==> src/rtl/pci_rd_pkg.sv <==
// Shared types for the PCI read initiator.
package pci_rd_pkg;
    typedef enum logic [2:0] {
        ST_IDLE  = 3'd0,
        ST_ADDR  = 3'd1,
        ST_DATA  = 3'd2,
        ST_FLUSH = 3'd3,
        ST_END   = 3'd4
    } rd_state_e;
endpackage

==> src/rtl/pci_rd_beat_ctr.sv <==
// Remaining-beat counter. Loads the requested count (0 taken as 1),
// counts down once per transferred beat, and flags when one beat remains.
// Assumes load and dec are never high in the same cycle.
module pci_rd_beat_ctr #(
    parameter int BEAT_W = 8
) (
    input  logic              clk,
    input  logic              rst_n,
    input  logic              load,
    input  logic [BEAT_W-1:0] load_val,
    input  logic              dec,
    output logic              last
);
    localparam logic [BEAT_W-1:0] ONE = BEAT_W'(1);

    logic [BEAT_W-1:0] rem_q;

    // Hold the number of beats still to transfer.
    always_ff @(posedge clk) begin
        if (!rst_n)
            rem_q <= '0;
        else if (load)
            rem_q <= (load_val == '0) ? ONE : load_val;
        else if (dec && rem_q != '0)
            rem_q <= rem_q - ONE;
    end

    // One beat left: the pending beat is the final one.
    always_comb last = (rem_q == ONE);
endmodule

==> src/rtl/pci_rd_devsel_timer.sv <==
// Decode watchdog. Counts data-phase edges without DEVSEL and
// flags expiry on the TMO-th such edge. Assumes clear arrives in the
// address phase, before run starts.
module pci_rd_devsel_timer #(
    parameter int TMO = 5
) (
    input  logic clk,
    input  logic rst_n,
    input  logic clear,
    input  logic run,
    input  logic devsel_i,
    output logic expire
);
    localparam int CNT_W = $clog2(TMO + 1);
    localparam logic [CNT_W-1:0] LIMIT = CNT_W'(TMO - 1);

    logic [CNT_W-1:0] cnt_q;
    logic             seen_q;

    // Track whether the target has claimed and how long it has not.
    always_ff @(posedge clk) begin
        if (!rst_n || clear) begin
            cnt_q  <= '0;
            seen_q <= 1'b0;
        end else if (run) begin
            if (devsel_i)
                seen_q <= 1'b1;
            else if (!seen_q && cnt_q != LIMIT)
                cnt_q <= cnt_q + CNT_W'(1);
        end
    end

    // Expiry: last allowed edge passes with no claim.
    always_comb expire = run && !seen_q && !devsel_i && (cnt_q == LIMIT);
endmodule

==> src/rtl/pci_rd_capture.sv <==
// Read-data capture. Registers the AD lines on a transfer edge and
// presents them with a one-cycle valid strobe.
module pci_rd_capture #(
    parameter int DW = 32
) (
    input  logic          clk,
    input  logic          rst_n,
    input  logic          xfer,
    input  logic [DW-1:0] ad_i,
    output logic          rsp_valid,
    output logic [DW-1:0] rsp_data
);
    // Capture a word on each completed beat.
    always_ff @(posedge clk) begin
        if (!rst_n) begin
            rsp_valid <= 1'b0;
            rsp_data  <= '0;
        end else begin
            rsp_valid <= xfer;
            if (xfer)
                rsp_data <= ad_i;
        end
    end
endmodule

==> src/rtl/pci_rd_master.sv <==
// PCI read initiator top. Accepts a local request when idle, runs the
// address phase, turnaround and data phases, ends with FRAME negated
// while IRDY is held, and drops IRDY one clock after the final beat.
// Assumes the bus is always granted and IRDY is never throttled locally.
module pci_rd_master
    import pci_rd_pkg::*;
#(
    parameter int AW         = 32,
    parameter int BE_W       = 4,
    parameter int BEAT_W     = 8,
    parameter int DEVSEL_TMO = 5
) (
    input  logic              clk,
    input  logic              rst_n,
    input  logic              req_valid,
    input  logic [AW-1:0]     req_addr,
    input  logic [BE_W-1:0]   req_cmd,
    input  logic [BE_W-1:0]   req_be,
    input  logic [BEAT_W-1:0] req_beats,
    output logic              req_ready,
    output logic              rsp_valid,
    output logic [AW-1:0]     rsp_data,
    output logic              done,
    output logic              abort_err,
    output logic              frame_o,
    output logic              irdy_o,
    output logic              ctl_oe,
    output logic [BE_W-1:0]   cbe_o,
    output logic [AW-1:0]     ad_o,
    output logic              ad_oe,
    input  logic [AW-1:0]     ad_i,
    input  logic              trdy_i,
    input  logic              devsel_i
);
    rd_state_e         state_q;
    logic [AW-1:0]     addr_q;
    logic [BE_W-1:0]   cmd_q;
    logic [BE_W-1:0]   be_q;
    logic              abort_q;
    logic              accept;
    logic              xfer;
    logic              last_beat;
    logic              expire;

    // Request handshake and beat transfer detection.
    always_comb begin
        accept = (state_q == ST_IDLE) && req_valid;
        xfer   = (state_q == ST_DATA) && irdy_o && trdy_i;
    end

    // Transaction sequencer.
    always_ff @(posedge clk) begin
        if (!rst_n) begin
            state_q <= ST_IDLE;
            abort_q <= 1'b0;
        end else begin
            case (state_q)
                ST_IDLE: if (accept) begin
                    state_q <= ST_ADDR;
                    abort_q <= 1'b0;
                end
                ST_ADDR: state_q <= ST_DATA;
                ST_DATA: begin
                    if (xfer && last_beat)
                        state_q <= ST_END;
                    else if (expire)
                        state_q <= ST_FLUSH;
                end
                ST_FLUSH: begin
                    state_q <= ST_END;
                    abort_q <= 1'b1;
                end
                ST_END:  state_q <= ST_IDLE;
                default: state_q <= ST_IDLE;
            endcase
        end
    end

    // Latch request fields on acceptance.
    always_ff @(posedge clk) begin
        if (!rst_n) begin
            addr_q <= '0;
            cmd_q  <= '0;
            be_q   <= '0;
        end else if (accept) begin
            addr_q <= req_addr;
            cmd_q  <= req_cmd;
            be_q   <= req_be;
        end
    end

    // Bus-side levels and enables decoded from the phase.
    always_comb begin
        frame_o   = (state_q == ST_ADDR) || (state_q == ST_DATA && !last_beat);
        irdy_o    = (state_q == ST_DATA) || (state_q == ST_FLUSH);
        ctl_oe    = (state_q != ST_IDLE);
        ad_oe     = (state_q == ST_ADDR);
        ad_o      = ad_oe ? addr_q : '0;
        cbe_o     = (state_q == ST_ADDR) ? cmd_q : be_q;
        req_ready = (state_q == ST_IDLE);
        done      = (state_q == ST_END);
        abort_err = (state_q == ST_END) && abort_q;
    end

    pci_rd_beat_ctr #(.BEAT_W(BEAT_W)) u_beats (
        .clk      (clk),
        .rst_n    (rst_n),
        .load     (accept),
        .load_val (req_beats),
        .dec      (xfer),
        .last     (last_beat)
    );

    pci_rd_devsel_timer #(.TMO(DEVSEL_TMO)) u_tmo (
        .clk      (clk),
        .rst_n    (rst_n),
        .clear    (state_q == ST_ADDR),
        .run      (state_q == ST_DATA),
        .devsel_i (devsel_i),
        .expire   (expire)
    );

    pci_rd_capture #(.DW(AW)) u_cap (
        .clk       (clk),
        .rst_n     (rst_n),
        .xfer      (xfer),
        .ad_i      (ad_i),
        .rsp_valid (rsp_valid),
        .rsp_data  (rsp_data)
    );
endmodule

==> config.mk <==
export PLATFORM = sky130hd
export DESIGN_NAME = pci_rd_master
export DESIGN_NICKNAME = d
export VERILOG_FILES = /design/src/rtl/pci_rd_pkg.sv /design/src/rtl/pci_rd_beat_ctr.sv /design/src/rtl/pci_rd_devsel_timer.sv /design/src/rtl/pci_rd_capture.sv /design/src/rtl/pci_rd_master.sv
export SDC_FILE = /design/constraint.sdc
export NUM_CORES = 1
export LEC_CHECK = 0
export ABC_CLOCK_PERIOD_IN_PS = 2300
export BUFFER_PORTS_ARGS = -buffer_cell sky130_fd_sc_hd__buf_2
export CAP_MARGIN = 40
export CORE_ASPECT_RATIO = 1.4
export CORE_UTILIZATION = 48
export DETAILED_ROUTE_END_ITERATION = 12
export PLACE_DENSITY = 0.79
export SYNTH_ARGS = -nofsm -noshare
export SYNTH_HDL_FRONTEND = slang
export SYNTH_HIERARCHICAL = 1
export SYNTH_SLANG_ARGS = --single-unit
==> constraint.sdc <==
create_clock -name clk -period 2.3 [get_ports clk]
set_clock_uncertainty 0.2 [all_clocks]
set_input_delay 0.23 -clock clk [delete_from_list [all_inputs] [get_ports clk]]
set_output_delay 0.23 -clock clk [all_outputs]
set_load 0.02 [all_outputs]
# [Word level (Yosys, flattened, before mapping)]
# Index checks and enable logic that the tools add are counted.
[totals] inputBits=85 word_cells=61 regBits=89 out_inout_bits=76
[classes] reduce_logical=28 addsub=2 muxes=11 bitwise=1 n_eq_ne=9
[ops] cell="two-way mux 32 bit" n=1
[ops] cell="two-way mux 8 bit" n=3
[ops] cell="one-hot mux 3 bit (4 select lines)" n=1
[ops] cell="logical AND 1 bit" n=11
[ops] cell="two-way mux 3 bit" n=3
[ops] cell="equality test 8 x 1 -> 1 bit (second input constant)" n=1
[ops] cell="logical NOT 8 bit" n=1
[ops] cell="nonzero test 8 bit" n=1
[ops] cell="subtractor 8 x 1 -> 8 bit (second input constant)" n=1
[ops] cell="equality test 3 x 2 -> 1 bit (second input constant)" n=2
[ops] cell="equality test 3 bit (second input constant)" n=2
[ops] cell="!= test 3 bit (second input constant)" n=2
[ops] cell="AND reduction 2 bit" n=3
[ops] cell="logical NOT 1 bit" n=4
[ops] cell="two-way mux 4 bit" n=1
[ops] cell="nonzero test 2 bit" n=2
[ops] cell="adder 3 x 1 -> 3 bit (second input constant)" n=1
[ops] cell="equality test 3 x 1 -> 1 bit (second input constant)" n=1
[ops] cell="logical NOT 3 bit" n=1
[ops] cell="logical OR 1 bit" n=3
[ops] cell="AND reduction 3 bit" n=1
[ops] cell="nonzero test 3 bit" n=1
[ops] cell="!= test 2 x 1 -> 1 bit (second input constant)" n=1
[ops] cell="one-hot mux 1 bit (2 select lines)" n=1
[ops] cell="other kinds (2)" n=2

# [Longest topological paths before layout]
# Gate-level depths: netlist (run 1).
[logic_depth] word_depth=7 mapped_depth=7 mapped_depth_nobuf=6

# [By module]
# Netlist (run 1), hierarchy kept.
[modules_own_cells] mod="pci_rd_master" instances=1 area_each_um2=1978.1 cells_each=249
[modules_own_cells] mod="pci_rd_capture" instances=1 area_each_um2=1270.0 cells_each=105
[modules_own_cells] mod="pci_rd_beat_ctr" instances=1 area_each_um2=520.5 cells_each=65
[modules_own_cells] mod="pci_rd_devsel_timer" instances=1 area_each_um2=215.2 cells_each=25

# [Worst setup path before layout (run 1)]
# Ideal clock, no wire load.
[synth_timing] path_kind="register -> output" from="register u_beats.rem_q[1]" to="output port frame_o" stages_incl_launch_ff=6 setup_slack_ns=0.311 t_arrival_ns=1.559 required_ns=1.870 cell_sequence="dfxtp_1 > inv_1 > ha_1 > and4_1 > or3b_2 > a21oi_1"
[synth_between] elab_chain_len=4
[synth_rtl] element="start: declaration" line="pci_rd_beat_ctr.sv:16" text="logic [BEAT_W-1:0] rem_q;"
[synth_rtl] element="start signal: assignment" line="pci_rd_beat_ctr.sv:23" text="rem_q <= (load_val == '0) ? ONE : load_val;"
[synth_rtl] element="start signal: assignment" line="pci_rd_beat_ctr.sv:25" text="rem_q <= rem_q - ONE;"
[synth_rtl] element="equality test 8 x 1 -> 1 bit" line="pci_rd_beat_ctr.sv:29" text="always_comb last = (rem_q == ONE);"
[synth_rtl] element="named net last_beat" line="pci_rd_master.sv:42" text="logic last_beat;"
[synth_rtl] element="logical NOT 1 bit" line="pci_rd_master.sv:94" text="frame_o = (state_q == ST_ADDR) || (state_q == ST_DATA && !last_beat);"
[synth_rtl] element="logical AND 1 bit" line="pci_rd_master.sv:94"
[synth_rtl] element="logical OR 1 bit" line="pci_rd_master.sv:94"
[synth_rtl] element="end: declaration" line="pci_rd_master.sv:25" text="output logic frame_o,"
# The timed path passes the listed nets, and every way through them passes these cells.

# [Worst setup path after layout (run 1)]
[layout_timing] from="register state_q[1]" to="output port cbe_o[2]"
[layout_between] elab_chain_len=2
[layout_rtl] element="start: declaration" line="pci_rd_master.sv:35" text="rd_state_e state_q;"
[layout_rtl] element="start signal: assignment" line="pci_rd_master.sv:54" text="state_q <= ST_IDLE;"
[layout_rtl] element="start signal: assignment" line="pci_rd_master.sv:59" text="state_q <= ST_ADDR;"
[layout_rtl] element="start signal: assignment" line="pci_rd_master.sv:62" text="ST_ADDR: state_q <= ST_DATA;"
[layout_rtl] element="equality test 3 x 1 -> 1 bit" line="pci_rd_master.sv:99" text="cbe_o = (state_q == ST_ADDR) ? cmd_q : be_q;"
[layout_rtl] element="two-way mux 4 bit" line="pci_rd_master.sv:99"
[layout_rtl] element="end: declaration" line="pci_rd_master.sv:28" text="output logic [BE_W-1:0] cbe_o,"
# No other way between the ends.

==> summary.md, run 1 <==
| Metric | Value |
|---|---|
| Crit path DAT | `1.77 ns` |
| Total track usage | `0.257` |
| Synth area leaders | `dfxtp_1 45%, mux2i_1 8.5%, nand3_1 5.9%` |
| Post-Syn Area | `between 3000 and 4000 sq um` |
| Crit Path Class | `flip-flop to primary output` |
| Setup ws final | `about 0.096 ns` |
| Mapped Avg Cell Area | `roughly 9 sq um` |
| GP Congestion | `0.845` |
| Yosys reg bits | `89` |
| Int Power | `about 2.6 mW` |
| Sequential share of power | `0.484` |
| Count leader, synth | `dfxtp_1` |
| Root buf cell | `clkbuf_8` |
| Vias in the first global route | `3,860` |
| Synth cell types | `45` |
| Combinational power share | `0.187` |
| Crit Reg-Reg Startpoint | `u_beats/rem_q[0]` |
| Worst R2R Setup Slack | `between 0.2 and 0.25 ns` |
| Dpl cells | `about 700` |
| Final Cell Area | `5850 sq um` |
| Leading area contributor after synthesis | `dfxtp_1` |
| Largest net degree at the start of global routing | `86` |
| Peak supply drop | `0.564 mV` |
| First-pass GRT wire length | `around 17 mm` |
| Chip Height | `110 um` |
| Final hold violations | `0` |
| Power Density | `596 nW/um^2` |
| Non-Filler Instances | `slightly below 800` |
| Io pins | `161` |
| DP Wirelength | `6.32 mm` |
| Cells after Synth | `444` |
| Fin crit period | `2.20 ns` |
| Rel. slew slack | `0.606` |
| Clk slew on worst S/H paths | `0.08 ns` |
| Max FO, Critical Path | `11` |
| Share of layout cells above drive strength 1 | `0.304` |
| Hold Path Class | `input port to flip-flop` |
| Depth of the worst register-to-register path | `6` |
| Core area | `approximately 7900 sq um` |
| Die footprint | `~8700 sq um` |
| Area share of the largest cell type after synthesis | `0.447` |
| Critical path capture point type | `primary output` |
| RSZ-0062 raised after global routing | `no` |
| CP endpoint | `cbe_o[2]` |
| Nets | `767` |
| Outcome | `finished clean` |
| Reg-to-Reg End | `u_beats/rem_q[0]` |
| Net Sw Power | `0.900 mW` |
| Antenna violations before repair | `0` |
| CTS Buf Count | `9` |
| Clock share of power | `0.328` |
| WP data required | `1.87 ns` |
| Mapped Nets | `534` |
| Worst setup path start | `state_q[1]` |
| Routed WL per cell | `14.4 um` |
| Fillers | `551` |
| Starting DRC count in detailed routing | `about 160` |
| Core Rows | `38` |
| Area of the multi-input gates | `1960 sq um` |
| Clk sinks | `89` |
| Leakage power | `2.57 nW` |
| Setup_tns | `0 ns` |
| Post-DP Area | `4790 sq um` |
| Fmax | `454 MHz` |
| CTS Buffer Depth | `2` |
| Initial core utilization | `0.505` |
| TritonRoute pass-1 iters | `4` |
| Final core occ | `0.742` |
| Global route overflow | `0` |
| Slew @ Worst Pin | `between 0.5 and 0.6 ns` |
| Startpoint types | `flip-flop` |
| Area growth syn-to-layout | `46.9%` |
| DRT antenna net count | `0` |
| Chip width | `79.0 um` |
| Post-synth EDFFs | `0` |
| Residual DRC | `0` |
| Final wirelength | `~11 mm` |
| Main synth FF type | `dfxtp_1` |
| Post-DR vias/cell | `5.15` |
| Tcrit/Tclk final | `0.958` |
| Pre-CTS setup slack | `~0.27 ns` |
| Post-synth top cells | `89 x dfxtp_1, 48 x nand2_1, 47 x nand3_1, 36 x and2_1, 36 x o21ai_0` |
| N_diodes | `0` |
| CTS tree | `done` |
| Via count | `4,019` |
| Sw frac | `0.258` |
| Fin. max-slew vios | `0` |
| Synth async-reset ratio | `0` |
| Max cap viols | `0` |
| IO buf count | `160` |
| Setup-failing EPs final | `0` |
| Seq/Total Area, Yosys | `0.447` |
| Register Area | `1790 sq um` |
| Worst skew pair latency | `0.34 ns` |
| Synth warn | `6` |
| H-tree depth | `3` |
==> layout by cell type (no fill, tap or decap), drive strengths merged, types with 2 or more instances in the layout <==
cell type    instances
nor3b                4
a21oi               17
bufinv               2
a31oi                2
inv                  8
nand2               48
dlygate4sd3         79
xnor2                2
or3                  2
mux2                 4
nor3                 5
buf                175
mux2i               34
nor4b                2
nor2                 8
dfxtp               89
ha                   5
nand3               47
nor2b               33
nand2b               4
clkbuf              12
and2                36
o21ai               48
or3b                 2
==> cells by family (layout without fill, tap and decap cells) <==
group / count (synthesis) / after routing / synth area share
compound gates: 73 / 73 / 0.0974
xor+xnor: 2 / 2 / 0.00440
fa+ha+maj: 5 / 5 / 0.0157
buf+inv: 40 / 277 / 0.0638
flops: 89 / 89 / 0.447
mux: 38 / 38 / 0.0967
simple gates: 197 / 197 / 0.275
==> flip-flops by register name, summed over array words and instances (netlist names) <==
signal / cells
addr_q: 32
u_cap/rsp_data: 32
u_beats/rem_q: 8
be_q: 4
cmd_q: 4
state_q: 3
u_tmo/cnt_q: 3
abort_q: 1
u_cap/rsp_valid: 1
u_tmo/seen_q: 1
==> metal layers <==
| layer | track usage | up-vias | wire length [um] |
|---|---|---|---|
| met5 | 0 | - | 0 |
| met4 | 0.123 | 0 | 314 |
| met3 | 0.0523 | 32 | 549 |
| met2 | 0.482 | 157 | 6030 |
| met1 | 0.269 | 1865 | 4340 |
| li1 | - | 1965 | - |
==> power by group through the flow <==
stage               logic (mW)  clock network [mW]  registers, mW
CTS                      0.634                1.17           1.69
floorplan                0.341                   0           1.72
global route             0.709                1.24           1.70
finish                   0.653                1.14           1.69
detailed placement       0.512                   0           1.72
global placement         0.493                   0           1.72
==> worst max-delay path, stage by stage, from the launching register on <==
cell,delay [ns]
dfxtp_4,0.39
nand2b_2,0.22
nor2_4,0.18
buf_4,0.15
mux2_2,0.33
buf_2,0.16
==> area by class of cell <==
class / instances / share of cell area
inverters: 8 / 0.00513
flip-flops and latches: 89 / 0.306
repair buffers: 254 / 0.297
well taps: 100 / 0.0214
multi-input cells: 315 / 0.335
clock inverters: 3 / 0.0111
clock buffers: 12 / 0.0248
==> timing repair <==
item	in CTS	in global routing
cloned	0	0
pin swaps	2	2
resized for setup	7	4
buffers inserted	5	0
setup endpoints to repair	27	27
hold buffers	79	0
endpoints found under the hold margin	79	0
==> through the flow <==
| step | total power, mW | hold WS (ns) |
|---|---|---|
| global placement | 2.21 | 0.232 |
| floorplan | 2.06 | 0.158 |
| global route | 3.65 | 0.0691 |
| finish | 3.49 | 0.0533 |
| CTS | 3.49 | 0.00495 |
| detailed placement | 2.23 | 0.237 |
==> worst min-delay path by stage <==
stage	startpoint	endpoint	slack, ns	cells after the start
floorplan	rst_n	u_cap/rsp_data[0]	0.16	1
global placement	addr_q[1]	addr_q[1]	0.23	2
detailed placement	addr_q[3]	addr_q[3]	0.24	2
CTS	req_beats[4]	u_beats/rem_q[4]	0.005	3
global route	req_beats[4]	u_beats/rem_q[4]	0.07	3
finish	req_beats[4]	u_beats/rem_q[4]	0.05	3
(Power assumes the default switching activity.)
==> inputs of run 2 (changes only) <==
--- a/config.mk
+++ b/config.mk
@@ -9,8 +9,10 @@
 export BUFFER_PORTS_ARGS = -buffer_cell sky130_fd_sc_hd__buf_2
 export CAP_MARGIN = 40
+export CELL_PAD_IN_SITES_DETAIL_PLACEMENT = 0
+export CELL_PAD_IN_SITES_GLOBAL_PLACEMENT = 1
 export CORE_ASPECT_RATIO = 1.4
-export CORE_UTILIZATION = 48
+export CORE_UTILIZATION = 35
 export DETAILED_ROUTE_END_ITERATION = 12
-export PLACE_DENSITY = 0.79
+export PLACE_DENSITY = 0.8
 export SYNTH_ARGS = -nofsm -noshare
 export SYNTH_HDL_FRONTEND = slang
==> constraint.sdc (replaced) <==
create_clock -name clk -period 2.3 [get_ports clk]
set_clock_uncertainty 0.2 [all_clocks]
set_input_delay 0.23 -clock clk [delete_from_list [all_inputs] [get_ports clk]]
set_output_delay 0.23 -clock clk [all_outputs]
set_load 0.01 [all_outputs]
==> summary.md, run 2 (synthesis results as in run 1) <==
| Metric | Value |
|---|---|
| Outcome | `finished clean` |
| GRT Max-Usage Layer | `met2` |
| CTS tree | `done` |
| Hold_sp | `req_beats[6]` |
| Most common library cell in the layout ignoring fill and taps | `buf_2` |
| GP Congestion | `just under 0.8` |
| Crit path DAT | `about 1.8 ns` |
| Cell Chain, Critical Path | `nand2b_2 -> nor2_4 -> mux2_2 -> buf_2` |
| Initial core utilization | `0.363` |
| Vias in the first global route | `3,664` |
| Max incr delay on CP | `0.40 ns` |
| Worst setup path start | `state_q[1]` |
| Root buf cell | `clkbuf_16` |
| Max cap viols | `0` |
| Post-DP Area | `4820 sq um` |
| Most frequent cells in the layout | `159 x buf_2, 86 x dfxtp_1, 80 x dlygate4sd3_1` |
| Startpoint types | `flip-flop` |
| RSZ-0062 raised after global routing | `no` |
| DRT antenna net count | `0` |
| Critical-path top delay cell | `dfxtp_1` |
| CTS Buf Count | `9` |
| Global route overflow | `0` |
| Critical path capture point type | `primary output` |
| Reg-to-Reg End | `u_beats/rem_q[7]` |
| Final hold violations | `0` |
| CTS Buffer Depth | `2` |
| Setup_tns | `0 ns` |
| Chip width | `92.2 um` |
| H-tree depth | `3` |
| Worst Path Buf+Inv | `1` |
| Worst path depth | `4` |
| Residual DRC | `0` |
| Die footprint | `about 12,000 sq um` |
| Chip Height | `128 um` |
| Final wirelength | `~10 mm` |
| Nets | `761` |
| Worst R2R Setup Slack | `0.32 ns` |
| Global Route met2 Usage | `0.317` |
| Hold Path Class | `input port to flip-flop` |
| Rel. slew slack | `0.643` |
| Crit Reg-Reg Startpoint | `state_q[1]` |
| Max FO, Critical Path | `11` |
| Peak supply drop | `0.335 mV` |
| Slew @ Worst Pin | `0.536 ns` |
| Largest net degree at the start of global routing | `between 80 and 90` |
| GR Layer Usage met1 | `0.182` |
| Io pins | `161` |
| Final Cell Area | `between 5000 and 6000 sq um` |
| Fmax | `459 MHz` |
| Clk sinks | `89` |
| Power Density | `606 nW/um^2` |
| Met3 Track Usage GR | `0.0439` |
| Setup-failing EPs final | `0` |
| Worst skew pair latency | `0.33 ns` |
| WP data required | `1.87 ns` |
| Depth of the worst register-to-register path | `5` |
| CP endpoint | `cbe_o[3]` |
| Share of layout cells above drive strength 1 | `0.296` |
| Total track usage | `0.170` |
| Tot Pwr | `3.58 mW` |
| Core area | `11,000 sq um` |
| Fin. max-slew vios | `0` |
| TritonRoute pass-1 iters | `4` |
| Core Rows | `45` |
| Fin crit period | `between 2 and 2.5 ns` |
| Leakage power | `2.56 nW` |
| Clk slew on worst S/H paths | `0.06 ns` |
| IO buf count | `160` |
| Via count | `3,849` |
| Routed WL per cell | `12.3 um` |
| Area growth syn-to-layout | `48.3%` |
| Largest regs | `addr_q (32), u_cap/rsp_data (32), u_beats/rem_q (8)` |
| Crit Path Class | `flip-flop to primary output` |
| CP delay by family, top | `simple AND/OR/NAND/NOR gates` |
| DP Wirelength | `6.40 mm` |
| Antenna violations before repair | `0` |
| Post-DR vias/cell | `4.72` |
| N_diodes | `0` |
| Starting DRC count in detailed routing | `about 120` |
| First-pass GRT wire length | `roughly 16 mm` |
| Tcrit/Tclk final | `0.947` |
==> run 2: changes by cell type in the layout (fill, tap and decap cells not counted), moves of 2 or more <==
cell / before / now
buf_4: 14 / 6
bufinv_16: 2 / 0
clkbuf_16: 0 / 9
clkbuf_8: 10 / 1
==> run 2: cell type report <==
| class | count | area (sq um) |
|---|---|---|
| well taps | 141 | 176 |
| repair buffers | 248 | 1690 |
| clock inverters | 3 | 17.5 |
| fillers | 1013 | 5070 |
| clock buffers | 12 | 246 |
| inverters | 8 | 30.0 |
| multi-input cells | 315 | 1960 |
| flip-flops and latches | 89 | 1790 |
==> run 2: timing repair <==
item,4_1_cts,5_1_grt
gates resized for setup,3,6
buffers inserted,1,0
setup endpoints to repair,10,36
pin swaps,1,2
hold endpoints to repair,80,0
hold buffers,80,0
==> run 2: layer usage <==
metal / share of wire / up-vias
li1: - / 1955
met1: 0.42 / 1760
met2: 0.52 / 121
met3: 0.048 / 13
met4: 0.013 / 0
met5: 0 / -
==> run 2: how the worst min path moves through the flow <==
| stage | depth (start not counted) | slack, ns | end |
|---|---|---|---|
| 2_1_floorplan | 1 | 0.16 | u_cap/rsp_data[0] |
| 3_3_place_gp | 2 | 0.23 | addr_q[4] |
| 3_5_place_dp | 2 | 0.24 | addr_q[6] |
| 4_1_cts | 3 | 0.007 | u_beats/rem_q[6] |
| 5_1_grt | 4 | 0.04 | u_beats/rem_q[0] |
| 6_report | 3 | 0.02 | u_beats/rem_q[6] |
==> run 2: power by group <==
part / switching (mW) / leakage (nW) / total (mW) / internal, mW
registers: 0.0602 / 0.728 / 1.69 / 1.63
logic: 0.280 / 1.71 / 0.590 / 0.310
clock network: 0.551 / 0.128 / 1.30 / 0.752
==> run 2: worst reg2reg max path: stages, from the launching register on <==
cell     delay [ns]
dfxtp_1        0.52
and3_2         0.29
nor3b_1        0.28
nand3_1        0.14
or3_1          0.33
a31oi_1        0.16
==> run 2: per-stage QoR <==
stage                      util  instances  worst slack [ns]  hold WS (ns)
after floorplan               -        444             0.315         0.158
after global placement    0.439        720             0.348         0.233
after detailed placement  0.439        720             0.309         0.239
after CTS                 0.537        816           0.00199       0.00652
after global routing      0.538        816           0.00171        0.0389
final                     0.538        816             0.122        0.0190
==> inputs of run 3 (changes only) <==
- ABC_AREA: default -> 1
- CORE_ASPECT_RATIO: 1.4 -> default
- CORE_UTILIZATION: 35 -> 33
- PLACE_DENSITY: 0.8 -> 0.79
==> summary.md, run 3 <==
| Metric | Value |
|---|---|
| Outcome | `finished clean` |
| Net Sw Power | `1.65 mW` |
| Worst skew pair latency | `0.34 ns` |
| IO buf count | `between 150 and 200` |
| Area of the multi-input gates | `1770 sq um` |
| Fillers | `1,220` |
| Area share of the largest cell type after synthesis | `0.430` |
| Largest regs | `addr_q (32), u_cap/rsp_data (32), u_beats/rem_q (8)` |
| Max cap viols | `0` |
| Setup_tns | `0 ns` |
| Rel. slew slack | `0.537` |
| Synth area leaders | `dfxtp_1 43%, nand2_1 11%, nor2_1 11%` |
| Setup-failing EPs final | `0` |
| Critical path capture point type | `primary output` |
| Most frequent cells in the layout | `160 x buf_2, 126 x nand2_1, 118 x nor2_1` |
| Initial core utilization | `0.342` |
| Clock share of power | `0.303` |
| CTS Buf Count | `9` |
| N_diodes | `0` |
| Register Area | `1780 sq um` |
| Leakage power | `roughly 3.0 nW` |
| Startpoint types | `flip-flop` |
| Synth async-reset ratio | `0` |
| Starting DRC count in detailed routing | `slightly below 300` |
| Core Rows | `40` |
| Global route overflow | `0` |
| Hold Path Class | `input port to flip-flop` |
| Post-synth top cells | `126 x nand2_1, 119 x nor2_1, 99 x inv_1, 89 x dfxtp_1, 48 x a21oi_1` |
| Chip width | `114 um` |
| Sw frac | `0.336` |
| Mapped Avg Cell Area | `6.74 sq um` |
| Antenna violations before repair | `0` |
| Leading area contributor after synthesis | `dfxtp_1` |
| RSZ-0062 raised after global routing | `no` |
| Clk sinks | `slightly below 90` |
| Synth cell types | `29` |
| Post-Syn Area | `4150 sq um` |
| CTS Buffer Depth | `2` |
| Nets | `921` |
| Fmax | `502 MHz` |
| Main synth FF type | `dfxtp_1` |
| Dpl cells | `between 900 and 1,000` |
| Die footprint | `roughly 13,000 sq um` |
| Sequential share of power | `0.387` |
| H-tree depth | `3` |
| Yosys reg bits | `between 80 and 90` |
| Clk slew on worst S/H paths | `0.06 ns` |
| Max FO, Critical Path | `6` |
| CTS tree | `done` |
| WHS | `0.00723 ns` |
| First-pass GRT wire length | `18.2 mm` |
| Tcrit/Tclk final | `0.866` |
| Post-synth EDFFs | `0` |
| Non-Filler Instances | `1,004` |
| Total track usage | `0.173` |
| Crit path DAT | `about 1.6 ns` |
| Root buf cell | `clkbuf_16` |
| GP Congestion | `0.790` |
| Int Power | `between 3 and 4 mW` |
| Most common library cell in the layout ignoring fill and taps | `buf_2` |
| Post-CTS sizing | `0` |
| Cells after Synth | `615` |
| Count leader, synth | `nand2_1` |
| Final wirelength | `11.0 mm` |
| WP data required | `about 1.9 ns` |
| Core area | `12,100 sq um` |
| Synth warn | `6` |
| Slew @ Worst Pin | `a little under 0.7 ns` |
| Chip Height | `114 um` |
| Fin. max-slew vios | `0` |
| Mapped Nets | `705` |
| TritonRoute pass-1 iters | `4` |
| Combinational power share | `0.311` |
| Post-DR vias/cell | `4.30` |
| Area growth syn-to-layout | `45.2%` |
| DP Wirelength | `7.29 mm` |
| Peak supply drop | `0.334 mV` |
| Final hold violations | `0` |
| Fin crit period | `around 2.0 ns` |
| DRT antenna net count | `0` |
| Seq/Total Area, Yosys | `0.430` |
| Vias in the first global route | `~4,300` |
| Power Density | `814 nW/um^2` |
| Routed WL per cell | `11.0 um` |
| Share of layout cells above drive strength 1 | `0.240` |
| Largest net degree at the start of global routing | `67` |
| Crit Path Class | `flip-flop to primary output` |
| Residual DRC | `0` |
| Via count | `4,319` |
| Io pins | `161` |
run 3: kinds of logic (layout without fill, tap and decap cells):
logic type      Yosys count  count (layout)  share of synthesized area
simple gates            289             289                      0.291
flops                    89              89                      0.430
xor+xnor                  1               1                    0.00211
compound gates           96              96                      0.117
buf+inv                 135             356                      0.146
fa+ha+maj                 5               5                     0.0151
run 3: repair_timing:
item	CTS	global route
endpoints found under the hold margin	69	0
setup buffers	0	0
hold buffers	69	0
run 3: worst paths after layout:
check,from,endpoint,slack [ns],cells past startpoint
max,u_beats/rem_q[2],frame_o,0.31,5
min,ad_i[0],u_cap/rsp_data[0],0.007,5
max reg2reg,state_q[0],u_cap/rsp_data[27],0.61,7
min reg2reg,cmd_q[1],cmd_q[1],0.25,2
run 3: layout make-up:
type	count	share of cell area
Inverter	106	0.0661
Multi-Input combinational cell	391	0.294
Clock buffer	12	0.0409
Timing Repair Buffer	234	0.260
Clock inverter	4	0.00852
Sequential cell	89	0.296
Tap cell	168	0.0349
run 3: critical path: stages, from the launching register on:
cell and delay (ns):
dfxtp_1 0.38, nor2_4 0.20, nand2_1 0.08, nor2_1 0.26, o21ai_0 0.14, buf_2 0.16
run 3: stage by stage:
stage                     area [sq um]  power (mW)  setup WS [ns]   util
after floorplan                   4150        2.97          0.564      -
after global placement            5030        3.33          0.621  0.416
after detailed placement          5030        3.36          0.629  0.416
after CTS                         6020        4.97          0.310  0.497
after global routing              6020        5.27          0.175  0.497
final                             6020        4.90          0.309  0.497
run 3: power groups by stage:
stage | clock network, mW | registers [mW] | logic [mW]
floorplan | 0 | 1.93 | 1.03
global placement | 0 | 1.92 | 1.41
detailed placement | 0 | 1.93 | 1.44
CTS | 1.54 | 1.89 | 1.53
global route | 1.60 | 1.92 | 1.75
finish | 1.48 | 1.90 | 1.52
run 3: metal layers:
| metal | routed length (um) | GRT usage |
|---|---|---|
| met2 | 5370 | 0.311 |
| met4 | 160 | 0.0762 |
| met1 | 4900 | 0.197 |
| met5 | 0 | 0 |
| met3 | 608 | 0.0371 |
